$ cat src/rtl/lic_pkg.sv
package lic_pkg;

  typedef enum logic [2:0] {
    SEL_NONE,
    SEL_STATUS,
    SEL_ACK,
    SEL_MASK_VIEW,
    SEL_MASK_ON,
    SEL_MASK_OFF
  } lic_sel_e;

  localparam int EDGE_OFF_STATUS    = 'h00;
  localparam int EDGE_OFF_ACK       = 'h08;
  localparam int EDGE_OFF_MASK_VIEW = 'h0C;
  localparam int EDGE_OFF_MASK_ON   = 'h10;
  localparam int EDGE_OFF_MASK_OFF  = 'h14;

  localparam int LVL_OFF_STATUS     = 'h00;
  localparam int LVL_OFF_MASK_VIEW  = 'h04;
  localparam int LVL_OFF_MASK_ON    = 'h08;
  localparam int LVL_OFF_MASK_OFF   = 'h0C;

endpackage

$ cat src/rtl/lic_sampler.sv
module lic_sampler #(
  parameter int NUM_SRC = 32
) (
  input  logic               clk,
  input  logic               rst_n,
  input  logic [NUM_SRC-1:0] src_i,
  output logic [NUM_SRC-1:0] samp_o,
  output logic [NUM_SRC-1:0] rise_o
);

  logic [NUM_SRC-1:0] samp_q;
  logic [NUM_SRC-1:0] prev_q;

  always_ff @(posedge clk or negedge rst_n) begin
    if (!rst_n) begin
      samp_q <= '0;
      prev_q <= '0;
    end else begin
      samp_q <= src_i;
      prev_q <= samp_q;
    end
  end

  assign samp_o = samp_q;

  for (genvar i = 0; i < NUM_SRC; i++) begin : g_edge
    assign rise_o[i] = samp_q[i] & ~prev_q[i];
  end

endmodule

$ cat src/rtl/lic_status.sv
module lic_status #(
  parameter int NUM_SRC   = 32,
  parameter bit EDGE_MODE = 1'b1
) (
  input  logic               clk,
  input  logic               rst_n,
  input  logic [NUM_SRC-1:0] samp_i,
  input  logic [NUM_SRC-1:0] rise_i,
  input  logic [NUM_SRC-1:0] ack_i,
  output logic [NUM_SRC-1:0] status_o
);

  // An edge arriving together with an acknowledge wins.
  function automatic logic [NUM_SRC-1:0] pend_next(
    input logic [NUM_SRC-1:0] cur,
    input logic [NUM_SRC-1:0] rise,
    input logic [NUM_SRC-1:0] ack
  );
    return (cur & ~ack) | rise;
  endfunction

  if (EDGE_MODE) begin : g_latched
    logic [NUM_SRC-1:0] pend_q;

    always_ff @(posedge clk or negedge rst_n) begin
      if (!rst_n) pend_q <= '0;
      else        pend_q <= pend_next(pend_q, rise_i, ack_i);
    end

    assign status_o = pend_q;

    logic unused_samp;
    assign unused_samp = ^samp_i;

    AST_EDGE_LATCHES: assert property (@(posedge clk) disable iff (!rst_n)
      (rise_i != '0) |=> ((pend_q & $past(rise_i)) == $past(rise_i)));

    AST_NO_SPURIOUS_PEND: assert property (@(posedge clk) disable iff (!rst_n)
      (pend_q != '0) |-> ((pend_q & ~$past(pend_q) & ~$past(rise_i)) == '0));

    AST_ACK_CLEARS: assert property (@(posedge clk) disable iff (!rst_n)
      ((ack_i & ~rise_i) != '0) |=> ((pend_q & $past(ack_i & ~rise_i)) == '0));
  end else begin : g_live
    assign status_o = samp_i;

    logic unused_edge;
    assign unused_edge = ^{rise_i, ack_i};
  end

endmodule

$ cat src/rtl/lic_mask.sv
module lic_mask #(
  parameter int NUM_SRC = 32
) (
  input  logic               clk,
  input  logic               rst_n,
  input  logic [NUM_SRC-1:0] disable_i,
  input  logic [NUM_SRC-1:0] enable_i,
  output logic [NUM_SRC-1:0] mask_o
);

  function automatic logic [NUM_SRC-1:0] mask_next(
    input logic [NUM_SRC-1:0] cur,
    input logic [NUM_SRC-1:0] dis,
    input logic [NUM_SRC-1:0] ena
  );
    return (cur | dis) & ~ena;
  endfunction

  logic [NUM_SRC-1:0] mask_q;

  always_ff @(posedge clk or negedge rst_n) begin
    if (!rst_n) mask_q <= '1;
    else        mask_q <= mask_next(mask_q, disable_i, enable_i);
  end

  assign mask_o = mask_q;

  AST_DISABLE_SETS: assert property (@(posedge clk) disable iff (!rst_n)
    (disable_i != '0) |=> ((mask_q & $past(disable_i)) == $past(disable_i)));

  AST_ENABLE_CLEARS: assert property (@(posedge clk) disable iff (!rst_n)
    (enable_i != '0) |=> ((mask_q & $past(enable_i)) == '0));

  AST_MASK_HOLDS: assert property (@(posedge clk) disable iff (!rst_n)
    (disable_i == '0 && enable_i == '0) |=> $stable(mask_q));
endmodule

$ cat src/rtl/lic_regs.sv
module lic_regs
  import lic_pkg::*;
#(
  parameter int NUM_SRC   = 32,
  parameter int DATA_W    = 32,
  parameter int ADDR_W    = 8,
  parameter bit EDGE_MODE = 1'b1
) (
  input  logic               clk,
  input  logic               rst_n,
  input  logic               req_valid_i,
  input  logic               req_write_i,
  input  logic [ADDR_W-1:0]  req_addr_i,
  input  logic [DATA_W-1:0]  req_wdata_i,
  input  logic [NUM_SRC-1:0] status_i,
  input  logic [NUM_SRC-1:0] mask_i,
  output logic [NUM_SRC-1:0] ack_o,
  output logic [NUM_SRC-1:0] disable_o,
  output logic [NUM_SRC-1:0] enable_o,
  output logic               rsp_valid_o,
  output logic [DATA_W-1:0]  rsp_rdata_o
);

  function automatic lic_sel_e decode(input logic [ADDR_W-1:0] a);
    lic_sel_e s;
    s = SEL_NONE;
    if (EDGE_MODE) begin
      if      (a == ADDR_W'(EDGE_OFF_STATUS))    s = SEL_STATUS;
      else if (a == ADDR_W'(EDGE_OFF_ACK))       s = SEL_ACK;
      else if (a == ADDR_W'(EDGE_OFF_MASK_VIEW)) s = SEL_MASK_VIEW;
      else if (a == ADDR_W'(EDGE_OFF_MASK_ON))   s = SEL_MASK_ON;
      else if (a == ADDR_W'(EDGE_OFF_MASK_OFF))  s = SEL_MASK_OFF;
    end else begin
      if      (a == ADDR_W'(LVL_OFF_STATUS))     s = SEL_STATUS;
      else if (a == ADDR_W'(LVL_OFF_MASK_VIEW))  s = SEL_MASK_VIEW;
      else if (a == ADDR_W'(LVL_OFF_MASK_ON))    s = SEL_MASK_ON;
      else if (a == ADDR_W'(LVL_OFF_MASK_OFF))   s = SEL_MASK_OFF;
    end
    return s;
  endfunction

  lic_sel_e           sel;
  logic               wr_fire;
  logic               rd_fire;
  logic [NUM_SRC-1:0] wbits;
  logic [DATA_W-1:0]  rd_mux;

  assign sel     = decode(req_addr_i);
  assign wr_fire = req_valid_i & req_write_i;
  assign rd_fire = req_valid_i & ~req_write_i;
  assign wbits   = req_wdata_i[NUM_SRC-1:0];

  assign ack_o     = (wr_fire && sel == SEL_ACK)      ? wbits : '0;
  assign disable_o = (wr_fire && sel == SEL_MASK_ON)  ? wbits : '0;
  assign enable_o  = (wr_fire && sel == SEL_MASK_OFF) ? wbits : '0;

  always_comb begin
    unique case (sel)
      SEL_STATUS:                            rd_mux = DATA_W'(status_i);
      SEL_MASK_VIEW, SEL_MASK_ON, SEL_MASK_OFF: rd_mux = DATA_W'(mask_i);
      default:                               rd_mux = '0;
    endcase
  end

  always_ff @(posedge clk or negedge rst_n) begin
    if (!rst_n) begin
      rsp_valid_o <= 1'b0;
      rsp_rdata_o <= '0;
    end else begin
      rsp_valid_o <= rd_fire;
      rsp_rdata_o <= rd_fire ? rd_mux : '0;
    end
  end

  AST_READ_RESPONDS: assert property (@(posedge clk) disable iff (!rst_n)
    rd_fire |=> rsp_valid_o);

  AST_NO_STRAY_RESPONSE: assert property (@(posedge clk) disable iff (!rst_n)
    !rd_fire |=> !rsp_valid_o);

  AST_ONE_STROBE: assert property (@(posedge clk) disable iff (!rst_n)
    $countones({ack_o != '0, disable_o != '0, enable_o != '0}) <= 1);
endmodule

$ cat src/rtl/latched_irq_agg.sv
module latched_irq_agg #(
  parameter int NUM_SRC   = 32,
  parameter int DATA_W    = 32,
  parameter int ADDR_W    = 8,
  parameter bit EDGE_MODE = 1'b1
) (
  input  logic               clk,
  input  logic               rst_n,
  input  logic [NUM_SRC-1:0] src_i,
  input  logic               req_valid_i,
  input  logic               req_write_i,
  input  logic [ADDR_W-1:0]  req_addr_i,
  input  logic [DATA_W-1:0]  req_wdata_i,
  output logic               rsp_valid_o,
  output logic [DATA_W-1:0]  rsp_rdata_o,
  output logic               irq_o
);

  function automatic logic any_live(
    input logic [NUM_SRC-1:0] st,
    input logic [NUM_SRC-1:0] mk
  );
    return |(st & ~mk);
  endfunction

  logic [NUM_SRC-1:0] samp_w, rise_w, status_w, mask_w;
  logic [NUM_SRC-1:0] ack_w, dis_w, ena_w;

  lic_sampler #(.NUM_SRC(NUM_SRC)) u_sampler (
    .clk(clk), .rst_n(rst_n), .src_i(src_i), .samp_o(samp_w), .rise_o(rise_w)
  );

  lic_status #(.NUM_SRC(NUM_SRC), .EDGE_MODE(EDGE_MODE)) u_status (
    .clk(clk), .rst_n(rst_n), .samp_i(samp_w), .rise_i(rise_w),
    .ack_i(ack_w), .status_o(status_w)
  );

  lic_mask #(.NUM_SRC(NUM_SRC)) u_mask (
    .clk(clk), .rst_n(rst_n), .disable_i(dis_w), .enable_i(ena_w), .mask_o(mask_w)
  );

  lic_regs #(
    .NUM_SRC(NUM_SRC), .DATA_W(DATA_W), .ADDR_W(ADDR_W), .EDGE_MODE(EDGE_MODE)
  ) u_regs (
    .clk(clk), .rst_n(rst_n),
    .req_valid_i(req_valid_i), .req_write_i(req_write_i),
    .req_addr_i(req_addr_i), .req_wdata_i(req_wdata_i),
    .status_i(status_w), .mask_i(mask_w),
    .ack_o(ack_w), .disable_o(dis_w), .enable_o(ena_w),
    .rsp_valid_o(rsp_valid_o), .rsp_rdata_o(rsp_rdata_o)
  );

  assign irq_o = any_live(status_w, mask_w);

  AST_IRQ_NEEDS_ENABLED: assert property (@(posedge clk) disable iff (!rst_n)
    (mask_w == '1) |-> !irq_o);
endmodule

$ cat config.mk
export PLATFORM = sky130hd
export DESIGN_NAME = latched_irq_agg
export DESIGN_NICKNAME = d
export VERILOG_FILES = /design/src/rtl/lic_pkg.sv /design/src/rtl/lic_sampler.sv /design/src/rtl/lic_status.sv /design/src/rtl/lic_mask.sv /design/src/rtl/lic_regs.sv /design/src/rtl/latched_irq_agg.sv
export SDC_FILE = /design/constraint.sdc
export NUM_CORES = 1
export LEC_CHECK = 0
export ABC_AREA = 1
export BUFFER_PORTS_ARGS = -buffer_cell sky130_fd_sc_hd__buf_2
export CAP_MARGIN = 20
export CORE_MARGIN = 10
export CORE_UTILIZATION = 60
export DETAILED_ROUTE_END_ITERATION = 16
export PLACE_DENSITY = 0.84
export SLEW_MARGIN = 20
export SYNTH_ARGS = -nofsm -noshare
export SYNTH_HDL_FRONTEND = slang
export SYNTH_SLANG_ARGS = --single-unit
$ cat constraint.sdc
create_clock -name clk -period 1.77 [get_ports clk]
set_clock_uncertainty 0.1 [all_clocks]
set_input_delay 0.0885 -clock clk [delete_from_list [all_inputs] [get_ports clk]]
set_output_delay 0.0885 -clock clk [all_outputs]
set_load 0.02 [all_outputs]
* Word level (Yosys, flattened, before mapping)
Cells that the tools add are included.
** Cells by class
- Equality and inequality tests :: 9
- Reduce and logical (&&, ||, !) cells :: 6
- Muxes and demuxes :: 10
- Bitwise logic cells :: 75
** Operators by type and width (count)
- 2-to-1 mux 32 bit :: 4
- bitwise AND 32 bit :: 3
- inverter 32 bit :: 3
- bitwise OR 32 bit :: 2
- case mux 32 bit (2 select lines) :: 1
- bitwise AND 1 bit :: 34
- inverter 1 bit :: 33
- OR reduction 32 bit :: 1
- equality test 8 x 4 -> 1 bit, second input constant :: 2
- equality test 8 x 5 -> 1 bit, second input constant :: 2
- 2-to-1 mux 3 bit :: 5
- zero test 8 bit :: 1
- equality test 3 x 2 -> 1 bit, second input constant :: 2
- equality test 3 bit, second input constant :: 2
- equality test 3 x 1 -> 1 bit, second input constant :: 1
- logical AND 1 bit :: 3
- OR reduction 3 bit :: 1
** Word-level totals
- Output and inout bits :: 34
- Input bits :: 76
- Register bits after elaboration :: 161

* Logic depth before layout (Yosys ltp)
- Depth after elaboration :: 12
- Depth in mapped cells :: 9

* By module
From an unflattened synthesis, not the netlist that was laid out.
** Second synthesis, totals
- Cell total of the unflattened synthesis :: 832
- Area, all modules :: 6927.9 µm²
** Modules (own cells, without submodules)
- lic_regs :: area an instance 2294.7 µm², cells each 356, instances 1
- lic_sampler :: area an instance 1921.8 µm², cells each 128, instances 1
- lic_status :: area an instance 1281.2 µm², cells each 160, instances 1
- lic_mask :: area an instance 1081.0 µm², cells each 96, instances 1
- latched_irq_agg :: area an instance 349.1 µm², cells each 92, instances 1

* Worst setup path before layout
No wires, ideal clock.
- Kind :: register -> output
- Start :: register u_mask.mask_q[4] (netlist: u_mask.mask_o[4])
- End :: output irq_o
- Path slack :: 0.540 ns
- Arrival time :: 1.042 ns
- Required time :: 1.581 ns
- Buffers on the path :: 0
- Cell stages (with the launch flop) :: 8
- Cells stage by stage :: dfstp_2 inv_1 nand2_1 o21ai_0 nor2_1 nand4_1 nor2_1 nand2_1
** On the way
- Longest elaborated chain between the ends :: 3
** Ends and longest elaborated chain
- start: declaration :: RTL line lic_mask.sv:19 : logic [NUM_SRC-1:0] mask_q;
- start signal: assignment :: RTL line lic_mask.sv:23 : else mask_q <= mask_next(mask_q, disable_i, enable_i);
- inverter 32 bit :: RTL line latched_irq_agg.sv:23 : return |(st & ~mk);
- bitwise AND 32 bit :: RTL line latched_irq_agg.sv:23
- OR reduction 32 bit :: RTL line latched_irq_agg.sv:23
- end: declaration :: RTL line latched_irq_agg.sv:16 : output logic irq_o
Every way passes these cells.

* Worst setup path in the final report
- Start :: register u_mask.mask_q[15] (netlist: u_mask.mask_o[15])
- End :: output irq_o
The elaborated chain is that of the path after synthesis.

==> flow_metrics.tcl <==
set metrics [dict create \
    finalHoldWorstSlack_ns 0.0903 \
    synth.cell_area_um2 6450 \
    xor_xnor_share_of_the_synthesized_area_pct 0 \
    yosysUniqueCellTypes 27 \
    place.detailed.hpwl_um 10100 \
    grt_first_pass_wirelength_um 26600 \
    grt_overflow 0 \
    crit_type "reg -> out" \
    synthArstFlopShare_pct 100 \
    setup.worst_path.end_class "output port" \
    timing.final.hold_violations 0 \
    synth_compound_gate_area_share_pct 8.49 \
    critPathArrivalTime_ns 1.88 \
    vdd.ir_drop.worst_uv 929 \
    fp-row-count 37 \
    report.power.total_w 0.00827 \
    synth-edff-count 0 \
    ios 110 \
    crit_path_max_fanout 2 \
    muxShareOfSynthArea_pct 0 \
    timing.max_cap.violations 0 \
    yosys-top-cells-area "sky130_fd_sc_hd__dfrtp_1 (50%), sky130_fd_sc_hd__dfstp_2 (13%), sky130_fd_sc_hd__inv_1 (6.8%)" \
    cts-buffers-inserted 17 \
    violations "negative setup slack" \
    drtPass1Iterations 5 \
    port_buffers 109 \
    grt_max_degree 44 \
    drt-wirelength-per-cell_um 16.9 \
    postSynthAreaPerCell_um2 9.64 \
    number_of_standard_cells_after_synthesis 669 \
    drive_above_1_share_pct 27.0 \
    antenna_violations_before_repair 1 \
    rr_endpoint "u_mask.mask_o[4]" \
    adder_cell_share_of_the_synthesized_area_pct 0 \
    synth_warnings 0 \
    finalSetupViolCount 1 \
    dieHeight_um 124 \
    num-nets-final 933 \
    worst_slew_pin_tran_ns 0.479 \
    worstRegToRegCells 3 \
    worstPathRequired_ns 1.58 \
    final_min_period_over_clock_period_pct 117 \
    clk_pin_slew_ns 0.06 \
    gr-usage-met3_pct 5.75 \
    fp.dieW_um 124 \
    max_freq_ghz 0.483 \
    count_of_vias_placed_by_the_detailed_router 5323 \
    cts_max_path_buffers 2 \
    number_of_design_rule_violations_left_after_detail_routing 0 \
    worstSetupStartpointType "register" \
    initial_utilization_pct 61.9 \
    netlist.top_cell.by_area "sky130_fd_sc_hd__dfrtp_1" \
    ant_nets 0 \
    clock_latency_ns 0.53 \
    final_period_minus_worst_setup_slack_ns 2.07 \
    floorplan.die_area_um2 15300 \
    post_synthesis_simple_gate_area_fraction_pct 17.7 \
    synth_sequential_area_ratio_pct 63.1 \
    timing.rr.start "u_mask.mask_o[4]" \
    synth_most_common_cell "sky130_fd_sc_hd__dfrtp_1" \
    cts.htree.levels 4 \
    hold_path_class "in -> reg" \
    cellLeakagePower_nw 4.51 \
    layout.filler_cells 601 \
    total_wirelength_of_the_detailed_routed_design_um 17000 \
    syn_to_final_growth_pct 31.2 \
    dpl-instance-area_um2 7090 \
    gr-usage-met1_pct 25.0 \
    ys_top_cells_by_count "sky130_fd_sc_hd__dfrtp_1 (129), sky130_fd_sc_hd__inv_1 (117), sky130_fd_sc_hd__nand2_1 (96), sky130_fd_sc_hd__nor2_1 (63), sky130_fd_sc_hd__a21oi_1 (62)" \
    core_area_um2 10400 \
    setup_ws_ns -0.299 \
    worst_slew_margin_rel_pct 67.9 \
    hold_end "u_sampler.samp_o[23]" \
    hold-path-cell-count 2 \
    globalRouteTotalUtil_pct 22.4 \
    clock_sinks 161 \
    yosys_most_used_dff "sky130_fd_sc_hd__dfrtp_1" \
    yosys_register_bits 161 \
    status "finished, violations left" \
    power_density_nw_per_um2 976 \
    unrepaired_setup_endpoints_after_global_routing "yes" \
    drv_slew 0 \
    synth_top_family_by_area "simple AND/OR/NAND/NOR gates" \
    synth_fp_nets 745 \
    cell_at_the_root_of_the_clock_tree "sky130_fd_sc_hd__clkbuf_8" \
    dr.first_iter.drc_count 693 \
    routed_vias_inst 5.29 \
    postLayoutCellArea_um2 8470 \
    gr-usage-met2_pct 38.0 \
    number_of_global_route_vias_before_repair 5515 \
    cts_tree "yes" \
    rrSetupSlack_ns 0.74 \
    grt_busiest_layer "met2" \
    finalWeightedCongestion 0.853 \
    synth_top_area_share_pct 50.0 \
    hold_path_start "src_i[23]" \
]
[cell families after synthesis]
| group | count (synthesis) |
|---|---|
| AO/OA/AOI/OAI | 107 |
| AND/OR/NAND/NOR | 251 |
| flip-flops | 161 |
| buffers and inverters | 150 |
[worst max path at each step]
stage,from,end,slack [ns],depth (start not counted)
finish,u_mask.mask_o[15],irq_o,-0.30,8
global route,u_mask.mask_o[12],irq_o,-0.42,8
CTS,u_mask.mask_o[4],irq_o,-0.32,8
detailed placement,u_mask.mask_o[15],irq_o,0.25,8
global placement,u_mask.mask_o[4],irq_o,0.29,8
floorplan,u_mask.mask_o[4],irq_o,0.54,7
[power by group]
group / internal, W / switching [W]
Clock: 0.00241 / 0.00145
Sequential: 0.00380 / 0.0000489
Combinational: 0.000255 / 0.000308
Total: 0.00646 / 0.00180
[layer usage]
layer,share of wire (%),up-vias
met5,0,-
li1,-,2457
met1,38,2579
met2,52,241
met4,3.4,0
met3,6.9,46
[through the flow]
step	setup slack (ns)	util [%]	TNS [ns]	std cells
global route	-0.417	81.3	-0.417	1007
finish	-0.299	81.3	-0.299	1007
floorplan	0.540	-	0	669
detailed placement	0.253	68.1	0	901
CTS	-0.316	80.8	-0.559	1001
global placement	0.289	68.1	0	901
[cell usage in the layout, fill, tap and decap left out, types with 16 or more instances in the layout]
cell type	Yosys	layout
sky130_fd_sc_hd__dlygate4sd3_1	0	68
sky130_fd_sc_hd__o21ai_1	23	25
sky130_fd_sc_hd__dfrtp_1	129	129
sky130_fd_sc_hd__nor2_1	63	62
sky130_fd_sc_hd__nand2_1	96	95
sky130_fd_sc_hd__nand3_1	61	61
sky130_fd_sc_hd__inv_1	117	112
sky130_fd_sc_hd__buf_2	10	107
sky130_fd_sc_hd__clkbuf_16	0	16
sky130_fd_sc_hd__a21oi_1	62	62
sky130_fd_sc_hd__dfstp_2	32	32
[what timing repair did]
action                     in CTS  in global routing
setup buffers                   0                  5
resized for setup               7                  6
setup endpoints to repair       1                 12
hold endpoints to repair      264                  5
hold buffers                   68                  1
pin swaps                       4                  6
[sequential cells by signal, summed over array words and instances (netlist names)]
name                count
u_mask.mask_o          32
u_regs.rsp_rdata_o     32
u_sampler.prev_q       32
u_sampler.samp_o       32
u_status.status_o      32
u_regs.rsp_valid_o      1
[cell type report]
cell class | count | area (um^2) | area share, %
clock inverters | 12 | 180 | 2.13
clock buffers | 20 | 455 | 5.38
repair buffers | 193 | 1410 | 16.6
flip-flops and latches | 161 | 4070 | 48.1
multi-input cells | 358 | 1700 | 20.1
well taps | 136 | 170 | 2.01
diodes | 1 | 2.50 | 0.0296
inverters | 126 | 479 | 5.66
[worst max-delay path, cell delays in order (launching register included)]
cell,delay [ns]
sky130_fd_sc_hd__dfstp_2,0.54
sky130_fd_sc_hd__inv_2,0.04
sky130_fd_sc_hd__nand2_1,0.05
sky130_fd_sc_hd__o21ai_1,0.06
sky130_fd_sc_hd__nor2_1,0.12
sky130_fd_sc_hd__nand4_1,0.15
sky130_fd_sc_hd__nor2_1,0.14
sky130_fd_sc_hd__nand2_1,0.11
sky130_fd_sc_hd__buf_6,0.15
Note: power is estimated with default switching activity, not from simulation.
